### src/rtl/fsk_deframe_pkg.sv
package fsk_deframe_pkg;
  localparam int DATA_W  = 8;
  localparam int FRAME_W = DATA_W + 1;
  localparam int PTR_W   = $clog2(FRAME_W);

  typedef enum logic [1:0] {
    RX_IDLE,
    RX_START,
    RX_DATA,
    RX_STOP
  } rx_state_e;
endpackage

### src/rtl/fsk_frame_rx.sv
module fsk_frame_rx
  import fsk_deframe_pkg::*;
#(
  parameter int CYC_PER_BIT = 16
) (
  input  logic               clk,
  input  logic               rst_n,
  input  logic               en,
  input  logic               bit_in,
  output logic               ld_vld,
  output logic [FRAME_W-1:0] ld_frame
);
  localparam int CNT_W = $clog2(CYC_PER_BIT);
  localparam int HALF  = CYC_PER_BIT / 2;

  rx_state_e          state_q, state_d;
  logic [CNT_W-1:0]   cnt_q, cnt_d;
  logic [2:0]         idx_q, idx_d;
  logic [DATA_W-1:0]  sh_q, sh_d;
  logic               prev_q, prev_d;
  logic               vld_q, vld_d;
  logic [FRAME_W-1:0] frm_q, frm_d;

  always_comb begin
    state_d = state_q;
    cnt_d   = cnt_q + CNT_W'(1);
    idx_d   = idx_q;
    sh_d    = sh_q;
    vld_d   = 1'b0;
    frm_d   = frm_q;
    prev_d  = en ? bit_in : 1'b1;
    unique case (state_q)
      RX_IDLE: begin
        cnt_d = '0;
        if (prev_q && !bit_in) state_d = RX_START;
      end
      RX_START: begin
        if (cnt_q == CNT_W'(HALF - 1)) begin
          cnt_d   = '0;
          idx_d   = '0;
          state_d = bit_in ? RX_IDLE : RX_DATA;
        end
      end
      RX_DATA: begin
        if (cnt_q == CNT_W'(CYC_PER_BIT - 1)) begin
          cnt_d       = '0;
          sh_d[idx_q] = bit_in;
          idx_d       = idx_q + 3'd1;
          if (idx_q == 3'(DATA_W - 1)) state_d = RX_STOP;
        end
      end
      RX_STOP: begin
        if (cnt_q == CNT_W'(CYC_PER_BIT - 1)) begin
          vld_d   = 1'b1;
          frm_d   = {bit_in, sh_q};
          state_d = RX_IDLE;
        end
      end
      default: state_d = RX_IDLE;
    endcase
    if (!en) begin
      state_d = RX_IDLE;
      vld_d   = 1'b0;
    end
  end

  always_ff @(posedge clk or negedge rst_n) begin
    if (!rst_n) begin
      state_q <= RX_IDLE;
      cnt_q   <= '0;
      idx_q   <= '0;
      sh_q    <= '0;
      prev_q  <= 1'b1;
      vld_q   <= 1'b0;
      frm_q   <= '1;
    end else begin
      state_q <= state_d;
      cnt_q   <= cnt_d;
      idx_q   <= idx_d;
      sh_q    <= sh_d;
      prev_q  <= prev_d;
      vld_q   <= vld_d;
      frm_q   <= frm_d;
    end
  end

  assign ld_vld   = vld_q;
  assign ld_frame = frm_q;
endmodule

### src/rtl/fsk_rd_sync.sv
module fsk_rd_sync #(
  parameter int STAGES = 2
) (
  input  logic clk,
  input  logic rst_n,
  input  logic rd_async,
  output logic rd_rise
);
  logic [STAGES:0] pipe_q;

  always_ff @(posedge clk or negedge rst_n) begin
    if (!rst_n) pipe_q <= '0;
    else        pipe_q <= {pipe_q[STAGES-1:0], rd_async};
  end

  assign rd_rise = pipe_q[STAGES-1] & ~pipe_q[STAGES];
endmodule

### src/rtl/fsk_out_buf.sv
module fsk_out_buf
  import fsk_deframe_pkg::*;
#(
  parameter int CYC_PER_BIT = 16
) (
  input  logic               clk,
  input  logic               rst_n,
  input  logic               mode_buf,
  input  logic               ld_vld,
  input  logic [FRAME_W-1:0] ld_frame,
  input  logic               rd_edge,
  output logic               buf_bit,
  output logic               rdy_n,
  output logic [PTR_W-1:0]   rd_ptr
);
  localparam int HALF  = CYC_PER_BIT / 2;
  localparam int TMR_W = $clog2(CYC_PER_BIT);
  localparam logic [PTR_W-1:0] LAST = PTR_W'(FRAME_W - 1);

  logic [FRAME_W-1:0] buf_q, buf_d;
  logic [PTR_W-1:0]   ptr_q, ptr_d;
  logic               rdy_q, rdy_d;
  logic [TMR_W-1:0]   tmr_q, tmr_d;

  always_comb begin
    buf_d = buf_q;
    ptr_d = ptr_q;
    rdy_d = rdy_q;
    tmr_d = tmr_q;
    if (ld_vld) begin
      buf_d = ld_frame;
      ptr_d = '0;
      rdy_d = 1'b0;
      tmr_d = '0;
    end else begin
      if (rd_edge && ptr_q != LAST) ptr_d = ptr_q + PTR_W'(1);
      if (!rdy_q) begin
        if (rd_edge)                         rdy_d = 1'b1;
        else if (tmr_q == TMR_W'(HALF - 1))  rdy_d = 1'b1;
        else                                 tmr_d = tmr_q + TMR_W'(1);
      end
    end
    if (!mode_buf) rdy_d = 1'b1;
  end

  always_ff @(posedge clk or negedge rst_n) begin
    if (!rst_n) begin
      buf_q <= '1;
      ptr_q <= LAST;
      rdy_q <= 1'b1;
      tmr_q <= '0;
    end else begin
      buf_q <= buf_d;
      ptr_q <= ptr_d;
      rdy_q <= rdy_d;
      tmr_q <= tmr_d;
    end
  end

  assign buf_bit = buf_q[ptr_q];
  assign rdy_n   = rdy_q;
  assign rd_ptr  = ptr_q;
endmodule

### src/rtl/fsk_deframer.sv
module fsk_deframer
  import fsk_deframe_pkg::*;
#(
  parameter int CYC_PER_BIT = 16
) (
  input  logic clk,
  input  logic rst_n,
  input  logic mode_buf,
  input  logic carrier_n,
  input  logic fsk_bit,
  input  logic rd_clk,
  output logic data_out,
  output logic rdy_n
);
  logic               rx_en;
  logic               ld_vld;
  logic [FRAME_W-1:0] ld_frame;
  logic               rd_edge;
  logic [PTR_W-1:0]   rd_ptr;
  logic               buf_bit;

  assign rx_en = mode_buf & ~carrier_n;

  fsk_frame_rx #(.CYC_PER_BIT(CYC_PER_BIT)) i_rx (
    .clk(clk), .rst_n(rst_n), .en(rx_en), .bit_in(fsk_bit),
    .ld_vld(ld_vld), .ld_frame(ld_frame)
  );

  fsk_rd_sync #(.STAGES(2)) i_sync (
    .clk(clk), .rst_n(rst_n), .rd_async(rd_clk), .rd_rise(rd_edge)
  );

  fsk_out_buf #(.CYC_PER_BIT(CYC_PER_BIT)) i_buf (
    .clk(clk), .rst_n(rst_n), .mode_buf(mode_buf), .ld_vld(ld_vld),
    .ld_frame(ld_frame), .rd_edge(rd_edge), .buf_bit(buf_bit),
    .rdy_n(rdy_n), .rd_ptr(rd_ptr)
  );

  assign data_out = mode_buf ? buf_bit : (carrier_n | fsk_bit);
endmodule

### config.mk
export PLATFORM = sky130hd
export DESIGN_NAME = fsk_deframer
export DESIGN_NICKNAME = d
export VERILOG_FILES = /design/src/rtl/fsk_deframe_pkg.sv /design/src/rtl/fsk_frame_rx.sv /design/src/rtl/fsk_rd_sync.sv /design/src/rtl/fsk_out_buf.sv /design/src/rtl/fsk_deframer.sv
export SDC_FILE = /design/constraint.sdc
export NUM_CORES = 1
export LEC_CHECK = 0
export BUFFER_PORTS_ARGS = -buffer_cell sky130_fd_sc_hd__buf_2
export CAP_MARGIN = 10
export CORE_UTILIZATION = 50
export DETAILED_ROUTE_END_ITERATION = 10
export GPL_TIMING_DRIVEN = 0
export PLACE_DENSITY = 0.75
export SLEW_MARGIN = 5
export SYNTH_ARGS = -nofsm -noshare
export SYNTH_HDL_FRONTEND = slang
export SYNTH_HIERARCHICAL = 1
export SYNTH_SLANG_ARGS = --single-unit
### constraint.sdc
create_clock -name clk -period 5.4 [get_ports clk]
set_clock_uncertainty 0.15 [all_clocks]
set_input_delay 1.08 -clock clk [delete_from_list [all_inputs] [get_ports clk]]
set_output_delay 1.08 -clock clk [all_outputs]
set_load 0.05 [all_outputs]
### After elaboration in Yosys (flattened, before gate mapping)

Index checks and enable logic that the tools add are counted.
W data, S select, Z words.

| operators by class | value |
|---|---|
| bitwise gates (word level) | 5 |
| reduce and logical (&&, ||, !) cells | 12 |
| equality and inequality tests | 18 |
| mux-type cells | 35 |
| order comparisons | 3 |
| add/sub/neg operators | 4 |

Operators with widths:

| cell | number |
|---|---|
| $mux W4 | 8 |
| $ne A3 B3 Y1 const B | 5 |
| $mux W2 | 7 |
| $add A4 B1 Y4 const B | 3 |
| $mux W1 | 12 |
| $pmux W4 S3 | 1 |
| $bwmux W8 | 1 |
| $eq A4 B3 Y1 const B | 2 |
| $pmux W2 S4 | 1 |
| $mux W3 | 2 |
| $ne A2 B2 Y1 const B | 3 |
| $pmux W3 S2 | 1 |
| $reduce_and A3 Y1 | 2 |
| $lt A4 B5 Y1 const B | 1 |
| $reduce_and A5 Y1 | 1 |
| $bmux W1 S4 | 1 |
| $eq A2 B2 Y1 const B | 2 |
| $eq A4 B4 Y1 const B | 1 |
| $lt A3 B4 Y1 const B | 1 |
| $ne A2 B1 Y1 const B | 2 |
| $ne A4 B4 Y1 const B | 1 |
| $reduce_and A2 Y1 | 2 |
| $reduce_bool A2 Y1 | 2 |
| $add A3 B1 Y3 const B | 1 |
| 10 further kinds | 14 |

| storage, ports and cells | value |
|---|---|
| bits of input ports | 6 |
| register bits after elaboration | 49 |
| logic and storage cells | 89 |
| output and inout bits | 2 |

### Depth between registers and ports, before layout

Gate-level depths: netlist of run 1.

| logic depth | value |
|---|---|
| depth in word-level cells | 6 |
| mapped depth | 6 |
| depth with buffers taken out | 5 |

### Modules after synthesis

The synthesis of run 1 kept the hierarchy.

By module, submodules not included:

| module | instances | cells each | seq. area each (um^2) | area an instance (um^2) |
|---|---|---|---|---|
| fsk_frame_rx | 1 | 107 | 713.2 | 1373.8 |
| fsk_out_buf | 1 | 80 | 464.2 | 935.9 |
| fsk_rd_sync | 1 | 4 | 75.1 | 88.8 |
| fsk_deframer | 1 | 4 | 0.0 | 21.3 |

### Worst setup path after synthesis of run 1

No wires, ideal clock.

| path | value |
|---|---|
| path kind | input to output |
| start point | input port carrier_n |
| end point | output port data_out |
| required time | 4170 ps |
| buffers on the path | 0 |
| stages | 2 |
| slack | 2358 ps |
| data arrival time | 1812 ps |
| path through | nor2_1 o21ai_1 |

| between the ends | value |
|---|---|
| word-level cells in the longest chain between the ends | 2 |

Ends and longest elaborated chain:

| element | RTL line | RTL |
|---|---|---|
| start, declared | fsk_deframer.sv:9 | `input logic carrier_n,` |
| $or A1 B1 Y1 | fsk_deframer.sv:39 | `assign data_out = mode_buf ? buf_bit : (carrier_n \| fsk_bit);` |
| $mux W1 | fsk_deframer.sv:39 |  |
| end, declared | fsk_deframer.sv:12 | `output logic data_out,` |

No other way between the ends.

### Worst setup path after layout of run 1

| path | value |
|---|---|
| start point | register i_buf.ptr_q[0], in the netlist i_buf/rd_ptr[0] |
| end point | output port data_out |

| between the ends | value |
|---|---|
| word-level cells in the longest chain between the ends | 3 |

Ends and longest elaborated chain:

| element | RTL line | RTL |
|---|---|---|
| start, declared | fsk_out_buf.sv:21 | `logic [PTR_W-1:0] ptr_q, ptr_d;` |
| start signal, assigned | fsk_out_buf.sv:54 | `ptr_q <= ptr_d;` |
| $bmux W1 S4 | fsk_out_buf.sv:60 | `assign buf_bit = buf_q[ptr_q];` |
| $mux W1 (implied by the code) | fsk_out_buf.sv:60 |  |
| net buf_bit | fsk_deframer.sv:20 | `logic buf_bit;` |
| $mux W1 | fsk_deframer.sv:39 |  |

The timed path passes the listed nets, and every way through them passes these cells. The select of a mux whose other input is x is not followed.

==> results of run 1 <==
==> critical path: stages, from the launching register on <==
cell and delay (ps):
dfrtp_1 360, buf_2 190, mux4_2 510, nand3b_1 90
nand4_1 100, nand2_1 70, o21ai_1 50, buf_2 210
==> worst paths after layout <==
kind                                     to  slack (ps)
max                                data_out        2300
min                        i_sync/pipe_q[1]         190
max reg2reg                    i_rx/sh_q[5]        3520
min reg2reg                i_sync/pipe_q[1]         190
max in group asynchronous     i_rx/idx_q[1]        3630
min in group asynchronous   i_buf/rd_ptr[0]         810
==> sequential cells by signal, summed over array words and instances, names as in the netlist <==
register / cells
i_rx/idx_q: 3
i_rx/ld_frame: 9
i_buf/buf_q: 9
i_rx/cnt_q: 4
i_rx/ld_vld: 1
i_buf/rd_ptr: 4
i_rx/state_q: 2
i_buf/tmr_q: 4
i_sync/pipe_q: 3
i_buf/rdy_n: 1
i_rx/prev_q: 1
i_rx/sh_q: 8
==> cell type report <==
cell class	count	area, sq um
plain buffers	11	87.6
well taps	52	65.1
fillers	373	1860
multi-input cells	126	1050
clock inverters	2	37.5
flip-flops and latches	49	1250
repair buffers	7	35.0
clock buffers	6	82.6
inverters	9	33.8
==> Yosys cell counts (3+ instances only) <==
master     n
o221a_2    3
nor3_1     5
nor2_1    11
or4_1      3
inv_1      9
ha_1       6
mux2_2    24
o21ai_0    5
buf_2      4
dfstp_2   21
nand3b_1   6
nand3_1    4
a21oi_1    5
dfrtp_1   28
a21o_1     4
nand2_1    5
nand4_1    6
==> per-layer routing <==
| metal | GRT usage | vias to the layer above | wire length, microns |
|---|---|---|---|
| met3 | 0.0422 | 7 | 117 |
| met1 | 0.232 | 753 | 1900 |
| met2 | 0.286 | 17 | 1950 |
| met4 | 0.0654 | 0 | 68 |
| met5 | 0 | - | 0 |
| li1 | - | 735 | - |
==> kinds of logic after synthesis <==
logic type / share of synthesized area
xor+xnor: 0.0109
flops: 0.518
mux: 0.140
buf+inv: 0.0501
compound gates: 0.0853
simple gates: 0.165
fa+ha+maj: 0.0310
==> report_power, final <==
group	internal [mW]	switching (mW)	total [mW]
clock network	0.151	0.120	0.271
registers	0.389	0.0246	0.414
logic	0.0359	0.0449	0.0809
==> through the flow <==
stage | util | power (mW) | std cells | setup slack [ps]
6_report | 0.586 | 0.765 | 262 | 2300
3_5_place_dp | 0.559 | 0.502 | 254 | 2530
4_1_cts | 0.586 | 0.774 | 262 | 2260
5_1_grt | 0.586 | 0.801 | 262 | 2190
3_3_place_gp | 0.559 | 0.498 | 254 | 2540
2_1_floorplan | - | 0.473 | 195 | 2360
==> summary.md, run 1 <==
| Metric | Value |
|---|---|
| Worst setup path category | register to output pin |
| Commonest non-fill, non-tap cell in the layout | dfrtp_1 |
| Initial core utilization | 0.537 |
| Detailed Route WL | 4.04 mm |
| WHS Path Cells | 0 |
| Max-slew violation count | 0 |
| Syn-to-layout area delta | 9.10% |
| Clock buffer depth | 2 |
| Distinct cell type count after synthesis | 52 |
| Routed Antenna Nets | 0 |
| Unrepaired setup endpoints after global routing | no |
| Inserted Diodes | 0 |
| Row count | 24 |
| Post-CTS setup repair buffer count | 0 |
| FF-to-FF Start | i_rx/cnt_q[0] |
| Gp weighted congestion | 0.777 |
| Hold path startpoint | i_sync/pipe_q[0] |
| Syn nets | 207 |
| Nets | 221 |
| GRT Util Overall | 0.176 |
| Die Width | 71.6 microns |
| Vias in the first global route | 1499 |
| Grt ovf | 0 |
| Worst setup SP type | register |
| Initial antenna violation count | 0 |
| Root Buffer | clkbuf_8 |
| Drt pass-1 iters | 4 |
| Pleak | 1.20 nW |
| Post-DP HPWL | 2.78 mm |
| Worst hold slack | 193 ps |
| Initial DRC count | 66 |
| Final setup fails | 0 |
| CTS clk-pin slew, worst paths | 90 ps |
| First-pass GRT wire length | 6.98 mm |
| Hold Violations, Final | 0 |
| Total CTS buffers | 5 |
| Finished Cell Area | 2640 sq um |
| Fin crit period | 3100 ps |
| CTS tree | yes |
| Reg2Reg Depth | 4 |
| Setup TNS | 0 ps |
| Hold crit path type | register to register |
| Critical Path AT | 1870 ps |
| CTS Hold Bufs | 0 |
| Share of cells above drive strength 1 | 0.410 |
| Synth area leaders | dfrtp_1 (29%), dfstp_2 (23%), mux2_2 (11%) |
| Top Ports | 8 |
| CTS sink count | 49 |
| Largest net degree at the start of global routing | 50 |
| Post-CTS Resized | 0 |
| Fmax | 322 MHz |
| Synth warn | 6 |
| IO Port Bufs | 7 |
| Routed vias | 1512 |
| DRC violations left | 0 |
| Routed len/inst | 15.4 microns |
| Post-synth EDFFs | 0 |
| Max-slew headroom | 0.297 |
| Vias per cell | 5.77 |
| Maximum fanout along the worst path | 6 |
| Post-synthesis sequential area ratio | 0.518 |
| Die area | 5120 sq um |
| Post-synth top area share | 0.290 |
| Final Cycle Share | 0.575 |
| Prevailing post-synth register cell | dfrtp_1 |
| Post-synthesis cell count | 195 |
| Worst Setup End Kind | output pin |
| Most frequent cells in the layout | dfrtp_1 (28), mux2_2 (24), dfstp_2 (21) |
| Mapped Area | 2420 sq um |
| Max Cap Viol | 0 |
| Die height | 71.6 microns |
| P per Cell Area | 290 nW/um^2 |
| Async set or reset register ratio after synthesis | 1.00 |
| CP Launch Point | i_buf/rd_ptr[0] |
| Post-synthesis average cell area | 12.4 sq um |
| Peak supply drop | 0.155 mV |
| Outcome | finished, final reports clean |
| FF+latch count, synth | 49 |
| Worst-Margin Slew | 1050 ps |
| Core area | 4500 sq um |
| Clock latency on the worst-skew pair | 300 ps |
| H-tree level count | 2 |
| Cell taking the most area after synthesis | dfrtp_1 |
| Worst path required time | 4170 ps |
| Area post-placement | 2520 sq um |
Note: power is estimated with default switching activity, not from simulation.
==> inputs of run 2 (changes only) <==
- ABC_AREA: not set -> 1
- clock period: 5.4 -> 3.05 ns (I/O delays scaled with it)
==> run 2 against run 1 <==
  * First-iteration DRC count fell by 32%
  * Worst setup slack got worse by 1700 ps
  * Cell count rose by 25%
  * Count of clock-buffer cells in the layout did not move
  * Highest routed layer unchanged
  * Critical path type unchanged
  * Sequential share of layout area increased by 0.55 points
  * Die area is 1.2% lower
  * Global-route usage shrank 0.36 points
  * Sequential power up 76%
  * Combinational power grew to 2.7 times the previous value
  * Non-clock buffer count down 7
==> summary.md, run 2 <==
| Metric | Value |
|---|---|
| Worst path required time | 2290 ps |
| Post-CTS setup repair buffer count | 0 |
| Synth Area in XOR/XNOR | 0.00733 |
| CTS clk-pin slew, worst paths | 90 ps |
| Clock latency on the worst-skew pair | 300 ps |
| Initial core utilization | 0.534 |
| Synth warn | 6 |
| Post-synthesis average cell area | 9.16 sq um |
| P per Cell Area | 546 nW/um^2 |
| Post-synthesis simple-gate area fraction | 0.246 |
| Pleak | 1.27 nW |
| Crit path max-delay family | simple AND/OR/NAND/NOR gates |
| Critical Path AT | 1740 ps |
| Synth area leaders | dfrtp_1 (29%), dfstp_2 (23%), nand2_1 (9.0%) |
| Clock buffer depth | 2 |
| Final cell count without fillers | 328 |
| Routed Antenna Nets | 0 |
| Largest net degree at the start of global routing | 50 |
| Inserted Diodes | 0 |
| FF-to-FF Start | i_rx/cnt_q[0] |
| Die height | 71.1 microns |
| Die Width | 71.1 microns |
| Row count | 24 |
| Mapped Area | 2390 sq um |
| Critical path's largest stage delay | 400 ps |
| Top Ports | 8 |
| GRT Util Overall | 0.173 |
| Fmax | 400 MHz |
| Area post-placement | 2490 sq um |
| Post-synth EDFFs | 0 |
| Hold crit path type | register to register |
| Crit path cell chain | buf_6, inv_1, nand2_1, nand3_1, nand3_1, nand3_1, nand2_1, nand2_1, nand2_1, buf_2 |
| First-pass GRT wire length | 6.91 mm |
| Top-count cell post-synth | nand2_1 |
| WHS Path Cells | 0 |
| Worst Setup End Kind | output pin |
| Gp weighted congestion | 0.890 |
| Cell taking the most area after synthesis | dfrtp_1 |
| Vias per cell | 5.24 |
| Initial antenna violation count | 0 |
| Final Cycle Share | 0.820 |
| Max Cap Viol | 0 |
| Critical R2R Capture | i_rx/sh_q[7] |
| Core area | 4470 sq um |
| CTS tree | yes |
| Post-synthesis sequential area ratio | 0.524 |
| Commonest non-fill, non-tap cell in the layout | nand2_1 |
| CTS sink count | 49 |
| Final Power | 1.42 mW |
| Max-slew headroom | 0.310 |
| Hold Path End | i_sync/pipe_q[1] |
| Nets | 287 |
| Most frequent cells in the layout | nand2_1 (57), nand3_1 (31), dfrtp_1 (28) |
| Worst-Margin Slew | 1030 ps |
| Grt ovf | 0 |
| R2R Setup Slk | 1400 ps |
| Hold Violations, Final | 0 |
| Share of cells above drive strength 1 | 0.210 |
| Vias in the first global route | 1595 |
| Hold path startpoint | i_sync/pipe_q[0] |
| Routed vias | 1718 |
| Post-synth top area share | 0.293 |
| Async set or reset register ratio after synthesis | 1.00 |
| DRC violations left | 0 |
| Final setup fails | 0 |
| CTS Hold Bufs | 0 |
| Post-synthesis cell count | 261 |
| Initial DRC count | 45 |
| Fin crit period | 2500 ps |
| Adder-cell share of the synthesized area | 0.0314 |
| Slowest stage cell, crit path | dfrtp_1 |
| Setup TNS | 0 ps |
| Worst hold slack | 210 ps |
| Distinct cell type count after synthesis | 33 |
| Worst setup margin | 550 ps |
| IO Port Bufs | 7 |
| H-tree level count | 2 |
| Number of fill cells | 393 |
| Maximum fanout along the worst path | 8 |
| Peak supply drop | 0.286 mV |
| Syn-to-layout area delta | 9.21% |
| Syn nets | 273 |
| Detailed Route WL | 3.88 mm |
| Finished Cell Area | 2610 sq um |
| Most used cell, CP | nand2_1 |
| Buf/Inv on CP | 3 |
| Worst setup SP type | register |
| Multiplexer area fraction after synthesis | 0.0377 |
| Total CTS buffers | 5 |
| Die area | 5060 sq um |
| Synth top cells by count | nand2_1 (57), nand3_1 (31), dfrtp_1 (28) |
| Place WS | 892 ps |
| Main combinational cell family by area after synthesis | simple AND/OR/NAND/NOR gates |
| Prevailing post-synth register cell | dfrtp_1 |
| Post-CTS Resized | 0 |
| Drt pass-1 iters | 4 |
| Worst setup path category | register to output pin |
| Max-slew violation count | 0 |
| Reg2Reg Depth | 8 |
| Root Buffer | clkbuf_8 |
| Placed instance count | 320 |
| Final Core Density | 0.583 |
| Outcome | finished, final reports clean |
| FF+latch count, synth | 49 |
| Unrepaired setup endpoints after global routing | no |
| Compound-Gate Fraction of Synth Area | 0.0806 |
| Routed len/inst | 11.8 microns |
| Post-DP HPWL | 2.76 mm |
## run 2: cell count changes in the layout (fill, tap and decap cells not counted), moves of 11 or more
cell / previous run / this run
nand2_1: 5 / 57
nand3_1: 4 / 31
mux2_2: 24 / 0
inv_1: 9 / 25
o21ai_1: 1 / 12
## run 2: how the worst max path moves through the flow
stage                    start       end  slack, ps  depth (start not counted)
2_1_floorplan  i_buf/rd_ptr[0]  data_out       1020                          9
3_3_place_gp   i_buf/rd_ptr[0]  data_out        910                         10
3_5_place_dp   i_buf/rd_ptr[0]  data_out        890                         10
4_1_cts        i_buf/rd_ptr[0]  data_out        550                         10
5_1_grt        i_buf/rd_ptr[0]  data_out        410                         10
6_report       i_buf/rd_ptr[0]  data_out        550                         10
## run 2: area by class of cell
cell class | count | area [sq um] | area share
flip-flops and latches | 49 | 1250 | 0.480
multi-input cells | 173 | 962 | 0.369
inverters | 35 | 150 | 0.0575
clock buffers | 6 | 82.6 | 0.0316
well taps | 52 | 65.1 | 0.0249
clock inverters | 2 | 37.5 | 0.0144
repair buffers | 7 | 35.0 | 0.0134
plain buffers | 4 | 25.0 | 0.00959
## run 2: report_power, final
part           internal, mW  switching, mW  leakage, nW
combinational        0.0761          0.145        0.658
clock                 0.267          0.208       0.0574
sequential            0.686         0.0414        0.551
total                  1.03          0.395         1.27
## run 2: cells by family (layout without fill, tap and decap cells)
family          Yosys count  in the layout
simple gates            123            123
fa+ha+maj                 6              6
xor+xnor                  2              2
mux                       8              8
buf+inv                  39             54
flops                    49             49
compound gates           34             34
## run 2: metal layers
metal  GRT usage  part of all wire  vias up
li1            -                 -      876
met1       0.218              0.47      798
met2       0.293              0.48       35
met3      0.0356             0.032        9
met4      0.0667             0.017        0
met5           0                 0        -
==> inputs of run 3 (changes only) <==
- clock period: 3.05 -> 2.42 ns (I/O delays scaled with it)
==> run 3 against run 2 <==
  * Count of clock-buffer cells in the layout stayed put
  * Sequential power is 26% higher
  * Core utilization is 0.73 points higher
  * Non-clock buffer count is 3 higher
==> summary.md, run 3 (synthesis results as in run 2) <==
| Metric | Value |
|---|---|
| Top Ports | 8 |
| Max Cap Viol | 0 |
| DRC violations left | 0 |
| Die height | 71.1 microns |
| FF-to-FF Start | i_buf/rd_ptr[0] |
| Outcome | finished, final reports clean |
| CTS tree | yes |
| Largest net degree at the start of global routing | 50 |
| Clock buffer depth | 2 |
| R2R Setup Slk | 750 ps |
| WL met3 | 97 microns |
| Routed vias | 1730 |
| Final cell count without fillers | 331 |
| Final Cycle Share | 0.939 |
| Root Buffer | clkbuf_8 |
| CTS clk-pin slew, worst paths | 80 ps |
| Reg2Reg Depth | 11 |
| Worst setup SP type | register |
| Drt pass-1 iters | 4 |
| Placed instance count | 320 |
| H-tree level count | 2 |
| Inserted Diodes | 0 |
| Worst-Margin Slew | 1030 ps |
| Critical Path AT | 1640 ps |
| Nets | 290 |
| Maximum fanout along the worst path | 6 |
| Initial antenna violation count | 0 |
| Vias per cell | 5.23 |
| WHS Path Cells | 1 |
| Final Power | 1.83 mW |
| Pleak | 1.28 nW |
| Post-DP HPWL | 2.76 mm |
| Most frequent cells in the layout | nand2_1 (57), nand3_1 (31), dfrtp_1 (28) |
| First-pass GRT wire length | 6.91 mm |
| Clock latency on the worst-skew pair | 300 ps |
| Worst setup path category | register to output pin |
| Initial core utilization | 0.534 |
| Worst Setup End Kind | output pin |
| CTS sink count | 49 |
| Worst hold slack | 139 ps |
| Die area | 5060 sq um |
| Fmax | 440 MHz |
| Vias in the first global route | 1595 |
| Hold crit path type | primary input to register |
| P per Cell Area | 693 nW/um^2 |
| Share of cells above drive strength 1 | 0.222 |
| Worst path required time | 1790 ps |
| IO Port Bufs | 7 |
| Total CTS buffers | 5 |
| Critical R2R Capture | i_buf/rd_ptr[2] |
| Commonest non-fill, non-tap cell in the layout | nand2_1 |
| Hold path startpoint | rd_clk |
| Hold Path End | i_sync/pipe_q[0] |
| Area post-placement | 2490 sq um |
| Finished Cell Area | 2640 sq um |
| Setup TNS | 0 ps |
| Detailed Route WL | 3.95 mm |
| Max-slew headroom | 0.316 |
| Die Width | 71.1 microns |
| Core area | 4470 sq um |
| Hold Violations, Final | 0 |
| Row count | 24 |
| GRT Util Overall | 0.173 |
| Max-slew violation count | 0 |
| Syn-to-layout area delta | 10.6% |
| WL met1 | 1.85 mm |
| Grt ovf | 0 |
| Peak supply drop | 0.359 mV |
| Routed len/inst | 11.9 microns |
| Routed Antenna Nets | 0 |
| Top layer in use | met4 |
| Fin crit period | 2270 ps |
| Unrepaired setup endpoints after global routing | no |
| Initial DRC count | 62 |
| Final setup fails | 0 |
| Gp weighted congestion | 0.890 |
| Met2 WL | 1.96 mm |
==> run 3: cell types whose count changed in the layout (fill, tap and decap cells not counted), sizes merged <==
| cell | before | now |
|---|---|---|
| buf | 10 | 13 |
| inv | 32 | 31 |
| clkinvlp | 1 | 2 |
==> run 3: final cells by class <==
type | count | area, sq um
buffer | 4 | 25.0
clock buffer | 6 | 82.6
clock inverter | 2 | 37.5
fill | 390 | 1830
inverter | 35 | 154
multi-input combinational | 173 | 962
sequential | 49 | 1250
tap | 52 | 65.1
timing repair buffer | 10 | 63.8
==> run 3: power breakdown <==
part	switching (mW)	internal [mW]	total, mW
sequential	0.0540	0.865	0.919
combinational	0.195	0.124	0.319
clock	0.259	0.336	0.594
total	0.508	1.32	1.83
==> run 3: per-layer routing <==
| metal | track usage | vias to the layer above |
|---|---|---|
| met5 | 0 | - |
| met4 | 0.0667 | 0 |
| met3 | 0.0356 | 6 |
| met2 | 0.293 | 21 |
| met1 | 0.218 | 819 |
| li1 | - | 884 |
==> run 3: worst max-delay path by stage <==
stage               startpoint  endpoint  slack, ps  depth (start not counted)
5_1_grt        i_buf/rd_ptr[0]  data_out         10                         10
3_5_place_dp   i_buf/rd_ptr[0]  data_out        390                         10
2_1_floorplan  i_buf/rd_ptr[0]  data_out        520                          9
3_3_place_gp   i_buf/rd_ptr[0]  data_out        410                         10
4_1_cts        i_buf/rd_ptr[0]  data_out         50                         10
6_report       i_buf/rd_ptr[0]  data_out        150                         10
==> run 3: worst max-delay path, cell delays in order (launching register included) <==
cell,delay [ps]
dfrtp_1,370
buf_6,130
clkinvlp_4,120
nand2_1,80
nand3_1,70
nand3_1,110
nand3_1,80
nand2_1,80
nand2_1,60
nand2_1,70
buf_6,150
==> run 3: metrics by stage <==
stage	worst slack [ps]	utilization
floorplan	520	-
global placement	407	0.556
detailed placement	388	0.556
CTS	49.5	0.583
global route	14.1	0.591
finish	147	0.591
==> run 3: repair_timing <==
item	in CTS	in global routing
hold buffers	0	0
resized for setup	0	4
setup endpoints to repair	0	1
buffers inserted	0	3
